--- src/rtl/pwm_chan_pkg.sv ---
package pwm_chan_pkg;
  localparam int unsigned N_TAPS = 11;
  localparam int unsigned SEL_W  = 4;
  localparam int unsigned DIV_W  = 8;
  localparam logic [SEL_W-1:0] SEL_DIV_A = 4'd11;
  localparam logic [SEL_W-1:0] SEL_DIV_B = 4'd12;
  typedef logic [SEL_W-1:0] clk_sel_t;
endpackage

--- src/rtl/pwm_prescaler.sv ---
module pwm_prescaler #(
  parameter int unsigned N_TAPS = 11
) (
  input  logic              clk_i,
  input  logic              rst_ni,
  output logic [N_TAPS-1:0] tap_o
);
  localparam int unsigned CW = N_TAPS - 1;
  logic [CW-1:0] cnt_q;

  always_ff @(posedge clk_i or negedge rst_ni)
    if (!rst_ni) cnt_q <= '0;
    else         cnt_q <= cnt_q + 1'b1;

  assign tap_o[0] = 1'b1;
  for (genvar k = 1; k < N_TAPS; k++) begin : g_tap
    assign tap_o[k] = &cnt_q[k-1:0];
  end

  // tap 1 pulses every other cycle
  assert_tap_alternates_R1: assert property (@(posedge clk_i) disable iff (!rst_ni)
    tap_o[1] |=> !tap_o[1]);
endmodule

--- src/rtl/pwm_lin_div.sv ---
module pwm_lin_div #(
  parameter int unsigned DIV_W = 8
) (
  input  logic             clk_i,
  input  logic             rst_ni,
  input  logic [DIV_W-1:0] n_i,
  output logic             tick_o
);
  logic [DIV_W-1:0] cnt_q;
  logic [DIV_W-1:0] last;

  assign last   = n_i - 1'b1;
  assign tick_o = (n_i != '0) && (cnt_q == last);

  always_ff @(posedge clk_i or negedge rst_ni)
    if (!rst_ni)                          cnt_q <= '0;
    else if (n_i == '0 || cnt_q >= last)  cnt_q <= '0;
    else                                  cnt_q <= cnt_q + 1'b1;

  assert_div_restart_R2: assert property (@(posedge clk_i) disable iff (!rst_ni)
    tick_o |=> (cnt_q == '0));
  assert_div_off_R3: assert property (@(posedge clk_i) disable iff (!rst_ni)
    (n_i == '0) |-> !tick_o);
endmodule

--- src/rtl/pwm_cnt_cmp.sv ---
module pwm_cnt_cmp #(
  parameter int unsigned CNT_W = 16
) (
  input  logic             clk_i,
  input  logic             rst_ni,
  input  logic             tick_i,
  input  logic             center_i,
  input  logic [CNT_W-1:0] period_i,
  input  logic [CNT_W-1:0] duty_i,
  output logic             active_o
);
  logic [CNT_W-1:0] cnt_q, cnt_n, prd_q, dty_q;
  logic             up_q, up_n, ctr_q, load;

  always_comb begin
    cnt_n = cnt_q;
    up_n  = up_q;
    load  = 1'b0;
    if (!ctr_q || prd_q == '0) begin
      up_n = 1'b1;
      if ({1'b0, cnt_q} + 1'b1 >= {1'b0, prd_q}) begin
        cnt_n = '0;
        load  = 1'b1;
      end else begin
        cnt_n = cnt_q + 1'b1;
      end
    end else if (up_q && cnt_q < prd_q) begin
      cnt_n = cnt_q + 1'b1;
    end else begin
      // turnaround at the top, or down count
      cnt_n = cnt_q - 1'b1;
      up_n  = 1'b0;
      if (cnt_n == '0) begin
        load = 1'b1;
        up_n = 1'b1;
      end
    end
  end

  always_ff @(posedge clk_i or negedge rst_ni)
    if (!rst_ni) begin
      cnt_q <= '0;
      up_q  <= 1'b1;
      prd_q <= '0;
      dty_q <= '0;
      ctr_q <= 1'b0;
    end else if (tick_i) begin
      cnt_q <= cnt_n;
      up_q  <= up_n;
      if (load) begin
        prd_q <= period_i;
        dty_q <= duty_i;
        ctr_q <= center_i;
      end
    end

  assign active_o = (dty_q < prd_q) && (cnt_q >= dty_q);

  assert_hold_without_tick_R3: assert property (@(posedge clk_i) disable iff (!rst_ni)
    !tick_i |=> $stable(cnt_q));
  assert_edge_range_R4: assert property (@(posedge clk_i) disable iff (!rst_ni)
    (!ctr_q && prd_q != '0) |-> cnt_q < prd_q);
  assert_sym_range_R5: assert property (@(posedge clk_i) disable iff (!rst_ni)
    ctr_q |-> cnt_q <= prd_q);
  assert_reload_at_zero_R8: assert property (@(posedge clk_i) disable iff (!rst_ni)
    (!$stable(dty_q) || !$stable(prd_q)) |-> cnt_q == '0);
endmodule

--- src/rtl/pwm_chan.sv ---
module pwm_chan
  import pwm_chan_pkg::*;
#(
  parameter int unsigned CNT_W = 16
) (
  input  logic             clk_i,
  input  logic             rst_ni,
  input  logic [3:0]       clk_sel_i,
  input  logic [7:0]       div_a_i,
  input  logic [7:0]       div_b_i,
  input  logic             center_i,
  input  logic             invert_i,
  input  logic [CNT_W-1:0] period_i,
  input  logic [CNT_W-1:0] duty_i,
  output logic             pwm_o
);
  logic [N_TAPS-1:0] taps;
  logic [1:0]        div_tick;
  logic [DIV_W-1:0]  div_n [2];
  logic              tick, active;

  assign div_n[0] = div_a_i;
  assign div_n[1] = div_b_i;

  pwm_prescaler #(.N_TAPS(N_TAPS)) u_pre (
    .clk_i(clk_i), .rst_ni(rst_ni), .tap_o(taps));

  for (genvar i = 0; i < 2; i++) begin : g_div
    pwm_lin_div #(.DIV_W(DIV_W)) u_div (
      .clk_i(clk_i), .rst_ni(rst_ni), .n_i(div_n[i]), .tick_o(div_tick[i]));
  end

  always_comb begin
    tick = 1'b0;
    if (clk_sel_i < clk_sel_t'(N_TAPS)) tick = taps[clk_sel_i];
    else if (clk_sel_i == SEL_DIV_A)    tick = div_tick[0];
    else if (clk_sel_i == SEL_DIV_B)    tick = div_tick[1];
  end

  pwm_cnt_cmp #(.CNT_W(CNT_W)) u_cc (
    .clk_i(clk_i), .rst_ni(rst_ni), .tick_i(tick), .center_i(center_i),
    .period_i(period_i), .duty_i(duty_i), .active_o(active));

  assign pwm_o = active ^ invert_i;

  assert_reset_inactive_R7: assert property (@(posedge clk_i)
    !rst_ni |-> (pwm_o == invert_i));
endmodule

--- config.mk ---
export PLATFORM = sky130hd
export DESIGN_NAME = pwm_chan
export DESIGN_NICKNAME = d
export VERILOG_FILES = /design/src/rtl/pwm_chan_pkg.sv /design/src/rtl/pwm_prescaler.sv /design/src/rtl/pwm_lin_div.sv /design/src/rtl/pwm_cnt_cmp.sv /design/src/rtl/pwm_chan.sv
export SDC_FILE = /design/constraint.sdc
export NUM_CORES = 1
export LEC_CHECK = 0
export BUFFER_PORTS_ARGS = -buffer_cell sky130_fd_sc_hd__clkbuf_2
export CAP_MARGIN = 10
export CORE_MARGIN = 1
export CORE_UTILIZATION = 30
export CTS_BUF_LIST = sky130_fd_sc_hd__clkbuf_8
export CTS_CLUSTER_SIZE = 25
export DETAILED_ROUTE_END_ITERATION = 6
export PLACE_DENSITY_LB_ADDON = 0.1
export SLEW_MARGIN = 5
export SYNTH_ARGS = -nofsm -noshare
export SYNTH_HDL_FRONTEND = slang
export SYNTH_HIERARCHICAL = 1
export SYNTH_SLANG_ARGS = --single-unit
--- constraint.sdc ---
create_clock -name clk_i -period 11.25 [get_ports clk_i]
set_clock_uncertainty 0.15 [all_clocks]
set_input_delay 2.25 -clock clk_i [delete_from_list [all_inputs] [get_ports clk_i]]
set_output_delay 2.25 -clock clk_i [all_outputs]
set_load 0.1 [all_outputs]
---- Word-level counts from Yosys, hierarchy flattened ----
Index checks and enable logic that the tools add are counted.
word-level totals
  bits in registers ....................... 76
  input port bits ......................... 56
  output and inout port bits .............. 1
  word-level logic and storage cells ...... 71
cells by class
  $add $sub $neg .......................... 8
  $lt $le $gt $ge ......................... 8
  equal/unequal tests ..................... 5
  multiplexer cells ....................... 16
  bitwise logic cells ..................... 1
  reductions and logical operators ........ 25
operator list
  operator                 count
  $mux W16                 3
  $logic_not A16 Y1        2
  $lt A16 B16 Y1           2
  $add A16 B1 Y17 const B  1
  $ge A17 B16 Y1           1
  $add A16 B1 Y16 const B  1
  $add A8 B1 Y8 const B    2
  $eq A8 B8 Y1             2
  $ge A16 B16 Y1           1
  $ge A8 B8 Y1             2
  $logic_not A8 Y1         2
  $mux W8                  2
  $reduce_bool A8 Y1       2
  $sub A16 B1 Y16 const B  1
  $sub A8 B1 Y8 const B    2
  $add A10 B1 Y10 const B  1
  $mux W1                  10
  $reduce_and A10 Y1       1
  $reduce_and A9 Y1        1
  $eq A4 B4 Y1 const B     2
  $reduce_and A8 Y1        1
  $reduce_and A7 Y1        1
  $reduce_and A2 Y1        3
  $reduce_and A6 Y1        1
  11 further kinds         16

---- Longest topological paths before layout ----
  depth in word-level cells ............... 7
  gate-level depth with buffers ........... 16
  mapped depth without buffers ............ 14

---- Modules after synthesis ----
Netlist, hierarchy kept.
by module, submodules not included
  module         instances  cells each  area each (sq um)  seq. area each (sq um)
  pwm_cnt_cmp    1          482         4511.8             1252.5
  pwm_lin_div    2          70          708.2              200.2
  pwm_prescaler  1          35          452.9              250.2
  pwm_chan       1          13          130.1              0.0

---- Worst setup path after synthesis ----
OpenSTA, ideal clock, no wires.
  path kind ............................... input -> output
  start point ............................. input invert_i
  end point ............................... output pwm_o
  arrival time ............................ 3.680 ns
  data required time ...................... 8.850 ns
  setup slack ............................. 5.170 ns
  stages on the path ...................... 1
  path buffers ............................ 0
  cell sequence ........................... xor2_1
on the way
  longest elaborated chain between the ends .. 1
RTL lines
  what                RTL line        text
  start: declaration  pwm_chan.sv:12  input logic invert_i,
  $xor A1 B1 Y1       pwm_chan.sv:44  assign pwm_o = active ^ invert_i;
  end: declaration    pwm_chan.sv:15  output logic pwm_o
No other way between the ends.

---- Final worst setup path ----
  start point ............................. input div_b_i[2]
  end point ............................... register u_cc.dty_q[4]
on the way
  longest elaborated chain between the ends .. 7
  elaborated cells between the ends (all ways) .. 8
RTL lines
  what                             RTL line           text
  start: declaration               pwm_chan.sv:10     input logic [7:0] div_b_i,
  $sub A8 B1 Y8                    pwm_lin_div.sv:12  assign last = n_i - 1'b1;
  $eq A8 B8 Y1                     pwm_lin_div.sv:13  assign tick_o = (n_i != '0) && (cnt_q == last);
  $logic_and A1 B1 Y1 (*)          pwm_lin_div.sv:13
  named net div_tick[1]            pwm_chan.sv:18     logic [1:0] div_tick;
  $mux W1 (*)                      pwm_chan.sv:37     else if (clk_sel_i == SEL_DIV_B) tick = div_tick[1];
  $mux W1 (*)                      pwm_chan.sv:36     else if (clk_sel_i == SEL_DIV_A) tick = div_tick[0];
  $mux W1 (*)                      pwm_chan.sv:35     if (clk_sel_i < clk_sel_t'(N_TAPS)) tick = taps[clk_sel_i];
  named net tick                   pwm_chan.sv:20     logic tick, active;
  $reduce_and A2 Y1 (no line) (*)  --
  end signal: assignment           pwm_cnt_cmp.sv:52  dty_q <= duty_i;
  end: declaration                 pwm_cnt_cmp.sv:12  logic [CNT_W-1:0] cnt_q, cnt_n, prd_q, dty_q;
The timed path passes the listed nets; every way through them passes the cells marked *.
A chain may end at the register's enable or synchronous reset.

==> reports/summary.log <==
[run_status] result of the run completed
[routing] Via-to-Cell Ratio 5.21
[die] die outline area 22,300 um^2
[critical_path] maximum fanout along the worst path 32
[synthesis] most numerous cell in the Yosys netlist sky130_fd_sc_hd__ha_1
[synthesis] share of the yosys chip area belonging to registers 0.292
[critical_path] cell breakdown of the critical path clkbuf_2 > nor2_1 > nor4b_4 > nand2_1 > xor2_1 > ha_1 > nand4_1 > nor3b_1 > mux4_2 > a2bb2oi_1 > a211o_1 > inv_1 > a211o_4 > mux2_4
[clock_tree] H-tree Lvls 3
[timing] time the final worst path needs with I/O delays and setup 6.59 ns
[global_route] number of global-route vias before repair 5,215
[synthesis] synthesized area per cell 9.72 um^2
[timing] top achievable clock speed 152 MHz
[finish] share of layout cells above drive strength 1 0.198
[timing] setup TNS 0 ns
[min_path] Hold Path Stages 1
[synthesis] share of flip-flops with an asynchronous set or reset after synthesis 1.00
[routing] Final ANT Viol Nets 0
[die] starting density of the core 0.308
[critical_path] worst-path cell with the longest stage delay sky130_fd_sc_hd__a211o_1
[clock_tree] clock tree from TritonCTS done
[pwr] largest vdd supply drop 0.0750 mV
[min_path] worst min-delay path class register to register
[synthesis] total of warnings raised by yosys 6
[global_route] number of antenna violations at the first check in global routing 0
[die] std cell rows 53
[min_path] sink of the worst hold path u_pre/cnt_q[7]$_DFF_PN0_
[die] die outline height 149 um
[finish] design area 7180 um^2
[clock_tree] clock sink count 76
[synthesis] area of the mapped netlist 6510 um^2
[routing] average routed wire per standard cell 17.2 um
[synthesis] commonest register cell after synthesis sky130_fd_sc_hd__dfrtp_1
[timing] actual slew at the worst max-slew pin 1.04 ns
[global_route] aggregate global-route resource usage 0.162
[synthesis] cell types with the highest counts after synthesis 90 x sky130_fd_sc_hd__ha_1, 75 x sky130_fd_sc_hd__dfrtp_1, 49 x sky130_fd_sc_hd__inv_1
[global_route] wire length of the first global-routing pass 27,700 um
[routing] starting DRC count in detailed routing 312
[clock_tree] clock root buffer sky130_fd_sc_hd__clkbuf_8
[timing] Hold Fails Final Rpt 0
[timing] post-route clock period utilization 0.586
[place] post-detailed-placement half-perimeter wirelength 12,900 um
[clock_tree] Clock Path Buffers 2
[routing] Total Wirelength 17,100 um
[synthesis] number of nets in the synthesized netlist 816
[pwr] power density normalized to cell area 233 nW/um^2
[critical_path] type of element launching the critical path primary input
[timing] final-layout worst hold slack 0.341 ns
[critical_path] critical path's largest stage delay 0.77 ns
[min_path] startpoint of the worst hold path u_pre/cnt_q[7]$_DFF_PN0_
[synthesis] Post-synth EDFFs 0
[routing] via count 5,172
[synthesis] portion of synthesized cell area occupied by the leading cell type 0.288
[synthesis] number of instances in the synthesized netlist 670
[finish] Antenna diodes 0
[finish] Final #Nets 858
[die] # IOs 57
[synthesis] largest cells by area after synthesis sky130_fd_sc_hd__dfrtp_1 29%, sky130_fd_sc_hd__ha_1 17%, sky130_fd_sc_hd__mux2_4 6.9%
[critical_path] CP endpoint kind register
[routing] first-pass iteration count of the detailed router 4
[global_route] overflow left after global routing 0
[critical_path] WS Path Type primary input to register
[critical_path] Buf+Inv Stages, Crit Path 2
[place] instance area after placement 7020 um^2
[place] Post-Place Worst Slack 4.25 ns
[finish] Layout Area Growth over Synthesis 10.3%
[clock_tree] post-cts repair resize count 0
[critical_path] required time at the endpoint of the critical path 11.36 ns
[timing] final-report setup violation count 0
[critical_path] data arrival time of the critical path 6.70 ns
[global_route] pin count of the biggest net entering global routing 77
[clock_tree] clock latency of the later-clocked register in the worst-skew pair 0.37 ns
[clock_tree] hold-fix buffers at CTS 0
[timing] relative max-transition margin 0.307
[die] core outline area 21,200 um^2
[critical_path] FF-to-FF End u_cc/dty_q[4]$_DFFE_PN0P_
[clock_tree] clock slew at the register clock pins of the worst setup and hold paths 0.09 ns
[job] Max Cap Violations 0
[timing] unrepaired setup endpoints after global routing false
[place] total of buffers placed on input and output ports 56
[synthesis] Synth area leader sky130_fd_sc_hd__dfrtp_1
[synthesis] flops & latches, synth 76
[pwr] leakage power 3.30 nW
[critical_path] internal reg-to-reg setup slack 6.30 ns
[critical_path] R2R depth 14
[critical_path] launch instance of the worst register-to-register path u_cc/cnt_q[2]$_DFFE_PN0P_
[timing] fin worst setup slack 4.66 ns
[clock_tree] post-CTS repair timing setup buffer count 0
[routing] Residual DRC 0
[timing] Slew Limit Fails 0
[synthesis] library cells used by synthesis 77
[die] die width 149 um
[critical_path] delay-heaviest family, CP compound AO/OA/AOI/OAI gates
[clock_tree] clock buffer count from CTS 9
[place] global placement routability congestion 0.799
## cell type report
| class | instances | area [um^2] |
|---|---|---|
| clock inverter | 7 | 45.0 |
| clock buffer | 9 | 124 |
| sequential | 76 | 1900 |
| fill | 2199 | 14000 |
| multi-input combinational | 516 | 4270 |
| tap | 275 | 344 |
| timing repair buffer | 60 | 313 |
| inverter | 49 | 184 |
## registers in the layout (all words and copies together), names as in the netlist
register	flops
u_cc/ctr_q	1
u_cc/dty_q	16
u_cc/prd_q	16
u_cc/cnt_q	16
g_div.u_div/cnt_q	16
u_pre/cnt_q	10
u_cc/up_q	1
## layout by cell type (no fill, tap or decap), types with 3 or more instances in the layout
cell	count
sky130_fd_sc_hd__a211o_1	4
sky130_fd_sc_hd__a211oi_1	5
sky130_fd_sc_hd__a21o_1	13
sky130_fd_sc_hd__a21oi_1	33
sky130_fd_sc_hd__a311oi_1	3
sky130_fd_sc_hd__a31oi_1	4
sky130_fd_sc_hd__and3_1	11
sky130_fd_sc_hd__and3_4	3
sky130_fd_sc_hd__buf_4	5
sky130_fd_sc_hd__clkbuf_2	55
sky130_fd_sc_hd__clkbuf_8	9
sky130_fd_sc_hd__dfrtp_1	75
sky130_fd_sc_hd__ha_1	90
sky130_fd_sc_hd__inv_1	51
sky130_fd_sc_hd__mux2_4	30
sky130_fd_sc_hd__mux2i_1	3
sky130_fd_sc_hd__nand2_1	32
sky130_fd_sc_hd__nand2b_1	5
sky130_fd_sc_hd__nand3_1	34
sky130_fd_sc_hd__nand4_1	28
sky130_fd_sc_hd__nor2_1	22
sky130_fd_sc_hd__nor2b_1	9
sky130_fd_sc_hd__nor3_1	32
sky130_fd_sc_hd__nor3_2	3
sky130_fd_sc_hd__nor3b_1	7
sky130_fd_sc_hd__nor4_1	10
sky130_fd_sc_hd__o211ai_1	5
sky130_fd_sc_hd__o21a_1	4
sky130_fd_sc_hd__o21ai_0	18
sky130_fd_sc_hd__or3_1	3
sky130_fd_sc_hd__xnor2_1	26
sky130_fd_sc_hd__xor2_1	21
## how the worst max path moves through the flow
stage	startpoint	to	slack [ns]	cells after the start
floorplan	invert_i	pwm_o	5.17	1
global placement	div_b_i[2]	u_cc/dty_q[1]$_DFFE_PN0P_	4.36	14
detailed placement	div_b_i[2]	u_cc/dty_q[12]$_DFFE_PN0P_	4.25	14
CTS	div_b_i[2]	u_cc/prd_q[5]$_DFFE_PN0P_	4.65	14
global route	div_b_i[2]	u_cc/dty_q[14]$_DFFE_PN0P_	4.39	14
finish	div_b_i[2]	u_cc/dty_q[4]$_DFFE_PN0P_	4.66	14
## kinds of logic (layout without fill, tap and decap cells)
family	Yosys count	in the layout	synth area share
flops	76	76	0.292
fa+ha+maj	90	90	0.173
compound gates	120	120	0.129
simple gates	221	221	0.204
buf+inv	78	125	0.0534
mux	37	37	0.0842
xor+xnor	47	47	0.0632
other cells	1	1	0.000576
## metrics by stage
stage,std cells,power [W],utilization
CTS,992,0.00170,0.340
global placement,976,0.00146,0.332
detailed placement,976,0.00149,0.332
finish,992,0.00167,0.340
floorplan,670,0.00122,-
global route,992,0.00185,0.340
## where the power goes
group / internal (W) / switching (W) / total [W]
Clock: 0.0000794 / 0.000119 / 0.000199
Combinational: 0.000422 / 0.000503 / 0.000925
Sequential: 0.000370 / 0.000180 / 0.000550
Total: 0.000872 / 0.000802 / 0.00167
## per-layer routing
metal	vias up	wire [um]	GRT usage
li1	2559	-	-
met1	2505	8030	0.214
met2	93	8130	0.265
met3	15	666	0.0260
met4	0	242	0.0577
met5	-	0	0
No activity file was read; power rests on OpenSTA's default activity.
